===== config.mk =====
export PLATFORM = sky130hd
export DESIGN_NAME = smbus_host_ctrl
export DESIGN_NICKNAME = d
export VERILOG_FILES = /design/src/rtl/smbh_pkg.sv /design/src/rtl/smbh_step_table.sv /design/src/rtl/smbh_xfer.sv /design/src/rtl/smbus_host_ctrl.sv
export SDC_FILE = /design/constraint.sdc
export NUM_CORES = 1
export LEC_CHECK = 0
export BUFFER_PORTS_ARGS = -buffer_cell sky130_fd_sc_hd__buf_2
export CAP_MARGIN = 10
export CELL_PAD_IN_SITES_DETAIL_PLACEMENT = 0
export CELL_PAD_IN_SITES_GLOBAL_PLACEMENT = 1
export CORE_AREA = 2 2 127 67
export CTS_BUF_LIST = sky130_fd_sc_hd__clkbuf_4 sky130_fd_sc_hd__clkbuf_8
export DETAILED_ROUTE_END_ITERATION = 7
export DIE_AREA = 0 0 129 69
export PLACE_DENSITY_LB_ADDON = 0.08
export REMOVE_ABC_BUFFERS = 1
export SYNTH_ARGS = -nofsm -noshare
export SYNTH_HDL_FRONTEND = slang
export SYNTH_HIERARCHICAL = 1
export SYNTH_SLANG_ARGS = --single-unit

===== constraint.sdc =====
create_clock -name clk -period 3.1 [get_ports clk]
set_input_delay 0.155 -clock clk [delete_from_list [all_inputs] [get_ports clk]]
set_output_delay 0.155 -clock clk [all_outputs]
set_load 0.03 [all_outputs]

===== src/rtl/smbh_pkg.sv =====
package smbh_pkg;
  localparam int STEP_W = 3;

  localparam logic [3:0] IDX_STAT = 4'd0;
  localparam logic [3:0] IDX_CTRL = 4'd2;
  localparam logic [3:0] IDX_CMD  = 4'd3;
  localparam logic [3:0] IDX_ADDR = 4'd4;
  localparam logic [3:0] IDX_D0   = 4'd5;
  localparam logic [3:0] IDX_D1   = 4'd6;

  localparam logic [2:0] PR_QUICK = 3'd0;
  localparam logic [2:0] PR_BYTE  = 3'd1;
  localparam logic [2:0] PR_BDATA = 3'd2;
  localparam logic [2:0] PR_WORD  = 3'd3;

  typedef enum logic [2:0] {
    SRC_ADDR_RAW, SRC_ADDR_W, SRC_ADDR_R, SRC_CMD,
    SRC_D0, SRC_D1, SRC_RD0, SRC_RD1
  } src_e;

  typedef struct packed {
    logic start;
    logic stop;
    src_e src;
  } step_t;

  function automatic step_t mk_step(logic s, logic p, src_e c);
    step_t r;
    r.start = s;
    r.stop  = p;
    r.src   = c;
    return r;
  endfunction
endpackage


===== src/rtl/smbh_step_table.sv =====
module smbh_step_table
  import smbh_pkg::*;
#(
  parameter int SW = STEP_W
) (
  input  logic [2:0]    proto,
  input  logic          rnw,
  input  logic [SW-1:0] idx,
  output step_t         step
);
  always_comb begin
    step = mk_step(1'b1, 1'b1, SRC_ADDR_RAW);
    case (proto)
      PR_BYTE: begin
        if (idx == '0) step = mk_step(1'b1, 1'b0, rnw ? SRC_ADDR_R : SRC_ADDR_W);
        else           step = mk_step(1'b0, 1'b1, rnw ? SRC_RD0 : SRC_CMD);
      end
      PR_BDATA, PR_WORD: begin
        case (idx)
          SW'(0): step = mk_step(1'b1, 1'b0, SRC_ADDR_W);
          SW'(1): step = mk_step(1'b0, 1'b0, SRC_CMD);
          SW'(2): begin
            if (rnw)                 step = mk_step(1'b1, 1'b0, SRC_ADDR_R);
            else if (proto == PR_WORD) step = mk_step(1'b0, 1'b0, SRC_D0);
            else                     step = mk_step(1'b0, 1'b1, SRC_D0);
          end
          SW'(3): begin
            if (!rnw)                step = mk_step(1'b0, 1'b1, SRC_D1);
            else if (proto == PR_WORD) step = mk_step(1'b0, 1'b0, SRC_RD0);
            else                     step = mk_step(1'b0, 1'b1, SRC_RD0);
          end
          default: step = mk_step(1'b0, 1'b1, SRC_RD1);
        endcase
      end
      default: step = mk_step(1'b1, 1'b1, SRC_ADDR_RAW);
    endcase
  end
endmodule


===== src/rtl/smbh_xfer.sv =====
module smbh_xfer
  import smbh_pkg::*;
#(
  parameter int DW = 8
) (
  input  logic          clk,
  input  logic          rst_n,
  input  logic          go,
  input  logic [2:0]    go_code,
  input  logic          kill,
  input  logic [DW-1:0] addr_q,
  input  logic [DW-1:0] cmd_q,
  input  logic [DW-1:0] d0_q,
  input  logic [DW-1:0] d1_q,
  output logic          req_valid,
  input  logic          req_ready,
  output logic [DW-1:0] req_data,
  output logic          req_read,
  output logic          req_start,
  output logic          req_stop,
  input  logic          rsp_valid,
  input  logic [DW-1:0] rsp_data,
  input  logic          rsp_ack,
  input  logic          rsp_arb,
  output logic          busy,
  output logic          end_ok,
  output logic          end_dev,
  output logic          end_bus,
  output logic          ld0,
  output logic          ld1,
  output logic [DW-1:0] ld_data,
  output logic          abort
);
  typedef enum logic [1:0] {X_IDLE, X_ISSUE, X_WAIT} xst_e;

  xst_e              state_q;
  logic [2:0]        proto_q;
  logic [STEP_W-1:0] idx_q;
  step_t             cur;
  logic              live, ok_step;

  smbh_step_table #(.SW(STEP_W)) u_tbl (
    .proto(proto_q), .rnw(addr_q[0]), .idx(idx_q), .step(cur)
  );

  always_comb begin
    case (cur.src)
      SRC_ADDR_RAW: req_data = addr_q;
      SRC_ADDR_W:   req_data = {addr_q[DW-1:1], 1'b0};
      SRC_ADDR_R:   req_data = {addr_q[DW-1:1], 1'b1};
      SRC_CMD:      req_data = cmd_q;
      SRC_D0:       req_data = d0_q;
      SRC_D1:       req_data = d1_q;
      default:      req_data = '0;
    endcase
  end

  assign req_read  = (cur.src == SRC_RD0) || (cur.src == SRC_RD1);
  assign req_start = cur.start;
  assign req_stop  = cur.stop;
  assign req_valid = (state_q == X_ISSUE);
  assign busy      = (state_q != X_IDLE);

  assign live    = (state_q == X_WAIT) && rsp_valid && !kill;
  assign end_bus = live && rsp_arb;
  assign end_dev = live && !rsp_arb && !req_read && !rsp_ack;
  assign ok_step = live && !rsp_arb && (req_read || rsp_ack);
  assign end_ok  = ok_step && cur.stop;
  assign ld0     = ok_step && (cur.src == SRC_RD0);
  assign ld1     = ok_step && (cur.src == SRC_RD1);
  assign ld_data = rsp_data;

  always_ff @(posedge clk) begin
    if (!rst_n) begin
      state_q <= X_IDLE;
      proto_q <= '0;
      idx_q   <= '0;
      abort   <= 1'b0;
    end else begin
      abort <= 1'b0;
      if (kill && state_q != X_IDLE) begin
        state_q <= X_IDLE;
        abort   <= 1'b1;
      end else begin
        case (state_q)
          X_IDLE: if (go) begin
            proto_q <= go_code;
            idx_q   <= '0;
            state_q <= X_ISSUE;
          end
          X_ISSUE: if (req_ready) state_q <= X_WAIT;
          X_WAIT: begin
            if (end_bus || end_dev || end_ok) begin
              state_q <= X_IDLE;
            end else if (ok_step) begin
              idx_q   <= idx_q + 1'b1;
              state_q <= X_ISSUE;
            end
          end
          default: state_q <= X_IDLE;
        endcase
      end
    end
  end
endmodule


===== src/rtl/smbus_host_ctrl.sv =====
module smbus_host_ctrl
  import smbh_pkg::*;
#(
  parameter int DW    = 8,
  parameter int IDX_W = 4
) (
  input  logic             clk,
  input  logic             rst_n,
  input  logic             reg_wr,
  input  logic [IDX_W-1:0] reg_idx,
  input  logic [DW-1:0]    reg_wdata,
  output logic [DW-1:0]    reg_rdata,
  output logic             eng_req_valid,
  input  logic             eng_req_ready,
  output logic [DW-1:0]    eng_req_data,
  output logic             eng_req_read,
  output logic             eng_req_start,
  output logic             eng_req_stop,
  input  logic             eng_rsp_valid,
  input  logic [DW-1:0]    eng_rsp_data,
  input  logic             eng_rsp_ack,
  input  logic             eng_rsp_arb_lost,
  output logic             eng_abort
);
  localparam int NFLAG = 4;

  logic [DW-1:0]    cmd_q, addr_q, d0_q, d1_q;
  logic [2:0]       proto_q;
  logic [NFLAG-1:0] flag_q;
  logic             busy_w, end_ok, end_dev, end_bus, ld0, ld1;
  logic [DW-1:0]    ld_data;
  logic             ctrl_wr, kill_req, start_req, go, bad_code;
  logic [2:0]       code;
  logic [NFLAG-1:0] clr, set;

  assign ctrl_wr   = reg_wr && (reg_idx == IDX_W'(IDX_CTRL));
  assign code      = reg_wdata[4:2];
  assign kill_req  = ctrl_wr && reg_wdata[1];
  assign start_req = ctrl_wr && !reg_wdata[1] && reg_wdata[6] && !busy_w;
  assign go        = start_req && (code < 3'd4);
  assign bad_code  = start_req && (code >= 3'd4);

  smbh_xfer #(.DW(DW)) u_xfer (
    .clk(clk), .rst_n(rst_n), .go(go), .go_code(code), .kill(kill_req),
    .addr_q(addr_q), .cmd_q(cmd_q), .d0_q(d0_q), .d1_q(d1_q),
    .req_valid(eng_req_valid), .req_ready(eng_req_ready), .req_data(eng_req_data),
    .req_read(eng_req_read), .req_start(eng_req_start), .req_stop(eng_req_stop),
    .rsp_valid(eng_rsp_valid), .rsp_data(eng_rsp_data), .rsp_ack(eng_rsp_ack),
    .rsp_arb(eng_rsp_arb_lost), .busy(busy_w), .end_ok(end_ok), .end_dev(end_dev),
    .end_bus(end_bus), .ld0(ld0), .ld1(ld1), .ld_data(ld_data), .abort(eng_abort)
  );

  // flag order: {failed, bus error, device error, done} = status bits 4..1
  assign clr = (reg_wr && reg_idx == IDX_W'(IDX_STAT)) ? reg_wdata[4:1] : '0;
  assign set = {kill_req || bad_code, end_bus, end_dev, end_ok};

  always_ff @(posedge clk) begin
    if (!rst_n) begin
      cmd_q   <= '0;
      addr_q  <= '0;
      d0_q    <= '0;
      d1_q    <= '0;
      proto_q <= '0;
      flag_q  <= '0;
    end else begin
      flag_q <= (flag_q & ~clr) | set;
      if (reg_wr && !busy_w) begin
        case (reg_idx)
          IDX_W'(IDX_CMD):  cmd_q  <= reg_wdata;
          IDX_W'(IDX_ADDR): addr_q <= reg_wdata;
          IDX_W'(IDX_D0):   d0_q   <= reg_wdata;
          IDX_W'(IDX_D1):   d1_q   <= reg_wdata;
          IDX_W'(IDX_CTRL): if (!reg_wdata[1]) proto_q <= code;
          default: ;
        endcase
      end
      if (ld0) d0_q <= ld_data;
      if (ld1) d1_q <= ld_data;
    end
  end

  always_comb begin
    reg_rdata = '0;
    case (reg_idx)
      IDX_W'(IDX_STAT): reg_rdata = DW'({flag_q, busy_w});
      IDX_W'(IDX_CTRL): reg_rdata = DW'({proto_q, 2'b00});
      IDX_W'(IDX_CMD):  reg_rdata = cmd_q;
      IDX_W'(IDX_ADDR): reg_rdata = addr_q;
      IDX_W'(IDX_D0):   reg_rdata = d0_q;
      IDX_W'(IDX_D1):   reg_rdata = d1_q;
      default:          reg_rdata = '0;
    endcase
  end
endmodule


==> impl_metrics.csv <==
group,metric,value,unit
status,run_status,"complete, no violations",
placement,dp_hpwl,7898,µm
grt,grt_pass1_vias,2954,
yosys,synth_area,3069,µm²
critical_path,endpoint_kind,"output pin",
critical_path,critPathLaunchType,"flop",
pwr,p_switching,0.3541,mW
yosys,synth_area_leaders,"dfxtp_1 31%, o21ai_0 8.8%, a21oi_1 6.5%",
clock_network,cts_tree,"yes",
placement,io_buffers,47,
pwr,powerDensity,371.7,nW/µm²
yosys,syn_inst,392,
floorplanning,fp.dieW,129,µm
job,drv_cap,0,
finish,num-fill-cells,831,
drt,dr.pass1.iters,4,
worst_hold_path,holdPathStages,3,
clock_network,clock_latency,320,ps
yosys,synth_edf_count,0,
placement,place.gp.congestion,0.8607,
floorplanning,dieArea,8901,µm²
yosys,synth_flop_cell,"dfxtp_1",
yosys,yosys.area.top_type_share,31.31,%
timing,finalCritPeriodShare,94.38,%
critical_path,worstSetupPathType,"flop to output pin",
yosys,ys_ff_latch,48,
clock_network,cts_hold_buf,0,
floorplanning,die_y,69,µm
placement,post-place-ws,257.3,ps
timing,slew_headroom,48.86,%
critical_path,path_max_fanout,9,
yosys,postSynth.asyncResetShare,0,%
drt,drc,0,
critical_path,critical_path.endpoint,"eng_req_data[3]",
yosys,synth_largest_area_cell,"dfxtp_1",
timing,fmax,0.3418,GHz
pwr,pwr-share-clk,38.7,%
pwr,cellLeakagePower,1.155,nW
grt,antenna_found_initial,0,
pwr,swShare,28.10,%
drt,avgRoutedWirePerCell,20.87,µm
pwr,intPower,0.9059,mW
floorplanning,io_pins,48,
finish,n_antenna_cell,0,
timing,worst_slack,174.3,ps
floorplanning,initial_utilization,39.36,%
grt,grt_usage,25.46,%
floorplanning,num_rows,23,
finish,nNetsFinal,442,
yosys,yosys_warnings,6,
yosys,avgSynthCellArea,7.830,µm²
timing,holdWs,115.3,ps
clock_network,numCtsBuffers,5,
finish,syn2layout_area_growth,10.44,%
critical_path,cp.required,2940,ps
pwr,pwr-share-seq,49.9,%
critical_path,reg2reg_from,"u_xfer/idx_q[2]",
grt,grt_pass1_wl,17260,µm
yosys,yosys.cell_count.top_type,"o21ai_0",
clock_network,cts_num_sinks,48,
timing,slew_viol_final,0,
timing,tightest_slew,766.3,ps
timing,rsz0062_at_grt,"false",
worst_hold_path,hold_path.class,"input port to flop",
clock_network,htreeDepth,2,
drt,vias_per_cell,6.085,
clock_network,clk_transition_reported_paths,100,ps
worst_hold_path,hp-start,"eng_rsp_data[1]",
floorplanning,coreArea,7799,µm²
timing,final.min_clock_period,2926,ps
drt,dr_total_vias,3207,
grt,grt_overflow,0,
critical_path,crit_start,"u_xfer/idx_q[2]",
critical_path,r2r-end,"d0_q[4]",
yosys,ys_types,66,
timing,final-setup-viol-count,0,
timing,fin_skew,4.279,ps
critical_path,arrival,2770,ps
yosys,synth_commonest_cells,"54 x o21ai_0, 48 x dfxtp_1, 40 x a21oi_1, 23 x a22oi_1",
timing,tns,0,ps
finish,layout-drive-gt1-share,20.48,%
pwr,pwr-share-comb,11.3,%
clock_network,clockRootBuffer,"clkbuf_8",
critical_path,ff2ff_path_depth,9,
drt,detail_route.iter0.violations,351,
yosys,seq_area_frac_synth,31.31,%
drt,ant_nets,0,
clock_network,cts_max_path_buffers,2,
grt,grt_max_degree,30,
pwr,ir_drop,0.1640,mV
critical_path,worst-r2r-setup-slack,260,ps
timing,hold_viol_final,0,
drt,wirelength,11000,µm
-- per-stage QoR --
step / cell area, µm² / total power [mW] / instances / utilization (%)
floorplan: 2839 / 0.6986 / 353 / -
global placement: 3267 / 0.7825 / 519 / 41.89
detailed placement: 3267 / 0.7813 / 519 / 41.89
CTS: 3382 / 1.267 / 527 / 43.37
global route: 3390 / 1.310 / 527 / 43.46
finish: 3390 / 1.260 / 527 / 43.46
-- cell type report --
cell class / instances / area, µm² / share of cell area, %
well taps: 112 / 140.1 / 4.134
clock inverters: 3 / 46.29 / 1.366
repair buffers: 54 / 287.8 / 8.490
multi-input cells: 286 / 1814 / 53.53
clock buffers: 5 / 68.82 / 2.030
flip-flops and latches: 48 / 960.9 / 28.35
inverters: 19 / 71.32 / 2.104
-- critical path, cell delays in order, from the launching register on --
cell       delay, ps
dfxtp_1          530
nor2_1           120
a2111oi_2        420
a41o_2           230
or2b_1           290
nor2_2           360
a22oi_1          160
nand2_1          140
buf_2            210
-- cells in the final DEF, fill, tap and decap left out, types with 3 or more instances in the layout --
| cell | Yosys | layout |
|---|---|---|
| o21ai_1 | 3 | 3 |
| o21ai_0 | 54 | 54 |
| nand3b_1 | 3 | 3 |
| dfxtp_1 | 48 | 48 |
| a21o_1 | 3 | 3 |
| mux2i_1 | 10 | 10 |
| o211ai_1 | 4 | 4 |
| and2_1 | 3 | 3 |
| clkbuf_8 | 1 | 5 |
| nand4_1 | 3 | 3 |
| nand2b_1 | 5 | 5 |
| a32oi_1 | 4 | 4 |
| nand3_1 | 18 | 18 |
| nor3_1 | 3 | 3 |
| a22oi_1 | 23 | 23 |
| buf_2 | 8 | 47 |
| nor3b_1 | 3 | 3 |
| buf_4 | 13 | 7 |
| nor2_2 | 2 | 3 |
| nor2b_1 | 8 | 8 |
| inv_1 | 18 | 18 |
| or2_2 | 4 | 4 |
| o22ai_1 | 3 | 3 |
| nand2_1 | 16 | 16 |
| a31oi_1 | 18 | 18 |
| a21oi_1 | 40 | 40 |
| nor2_1 | 13 | 12 |
-- how the worst min path moves through the flow --
| stage | slack, ps | endpoint |
|---|---|---|
| floorplan | 270 | flag_q[1] |
| global placement | 450 | d0_q[1] |
| detailed placement | 450 | d0_q[1] |
| CTS | 110 | d0_q[1] |
| global route | 120 | d0_q[1] |
| finish | 120 | d0_q[1] |
-- per-layer routing --
metal	GRT usage, %	vias up	routed length [µm]
li1	-	1503	-
met5	0	-	0
met3	8.540	8	1241
met4	3.744	0	44
met2	30.81	166	3956
met1	42.07	1530	5757
-- power groups by stage --
stage / Combinational, mW / Clock, mW / Sequential (mW)
after floorplan: 0.0591 / 0 / 0.640
final: 0.143 / 0.488 / 0.629
after detailed placement: 0.138 / 0 / 0.643
after CTS: 0.139 / 0.499 / 0.629
after global routing: 0.155 / 0.525 / 0.630
after global placement: 0.140 / 0 / 0.643
-- logic make-up (layout without fill, tap and decap cells) --
group | count (synthesis) | after routing | share of synthesized area (%)
AO/OA/AOI/OAI | 171 | 171 | 34.45
AND/OR/NAND/NOR | 104 | 104 | 20.75
buffers and inverters | 58 | 81 | 9.824
flip-flops | 48 | 48 | 31.31
multiplexers | 10 | 10 | 3.261
adder cells (fa/ha/maj) | 1 | 1 | 0.4076
-- state kept, by name, indices dropped and copies added (netlist names) --
name and count:
u_xfer/proto_q 3, flag_q 4, u_xfer/abort 1, proto_q 3
addr_q 8, u_xfer/idx_q 3, d1_q 8, d0_q 8
u_xfer/state_q 2, cmd_q 8
-- timing repair --
action	in CTS	in global routing
buffers inserted	0	0
resized for setup	0	2
endpoints found under the setup margin	0	8
Power figures use the tool's default switching activity.
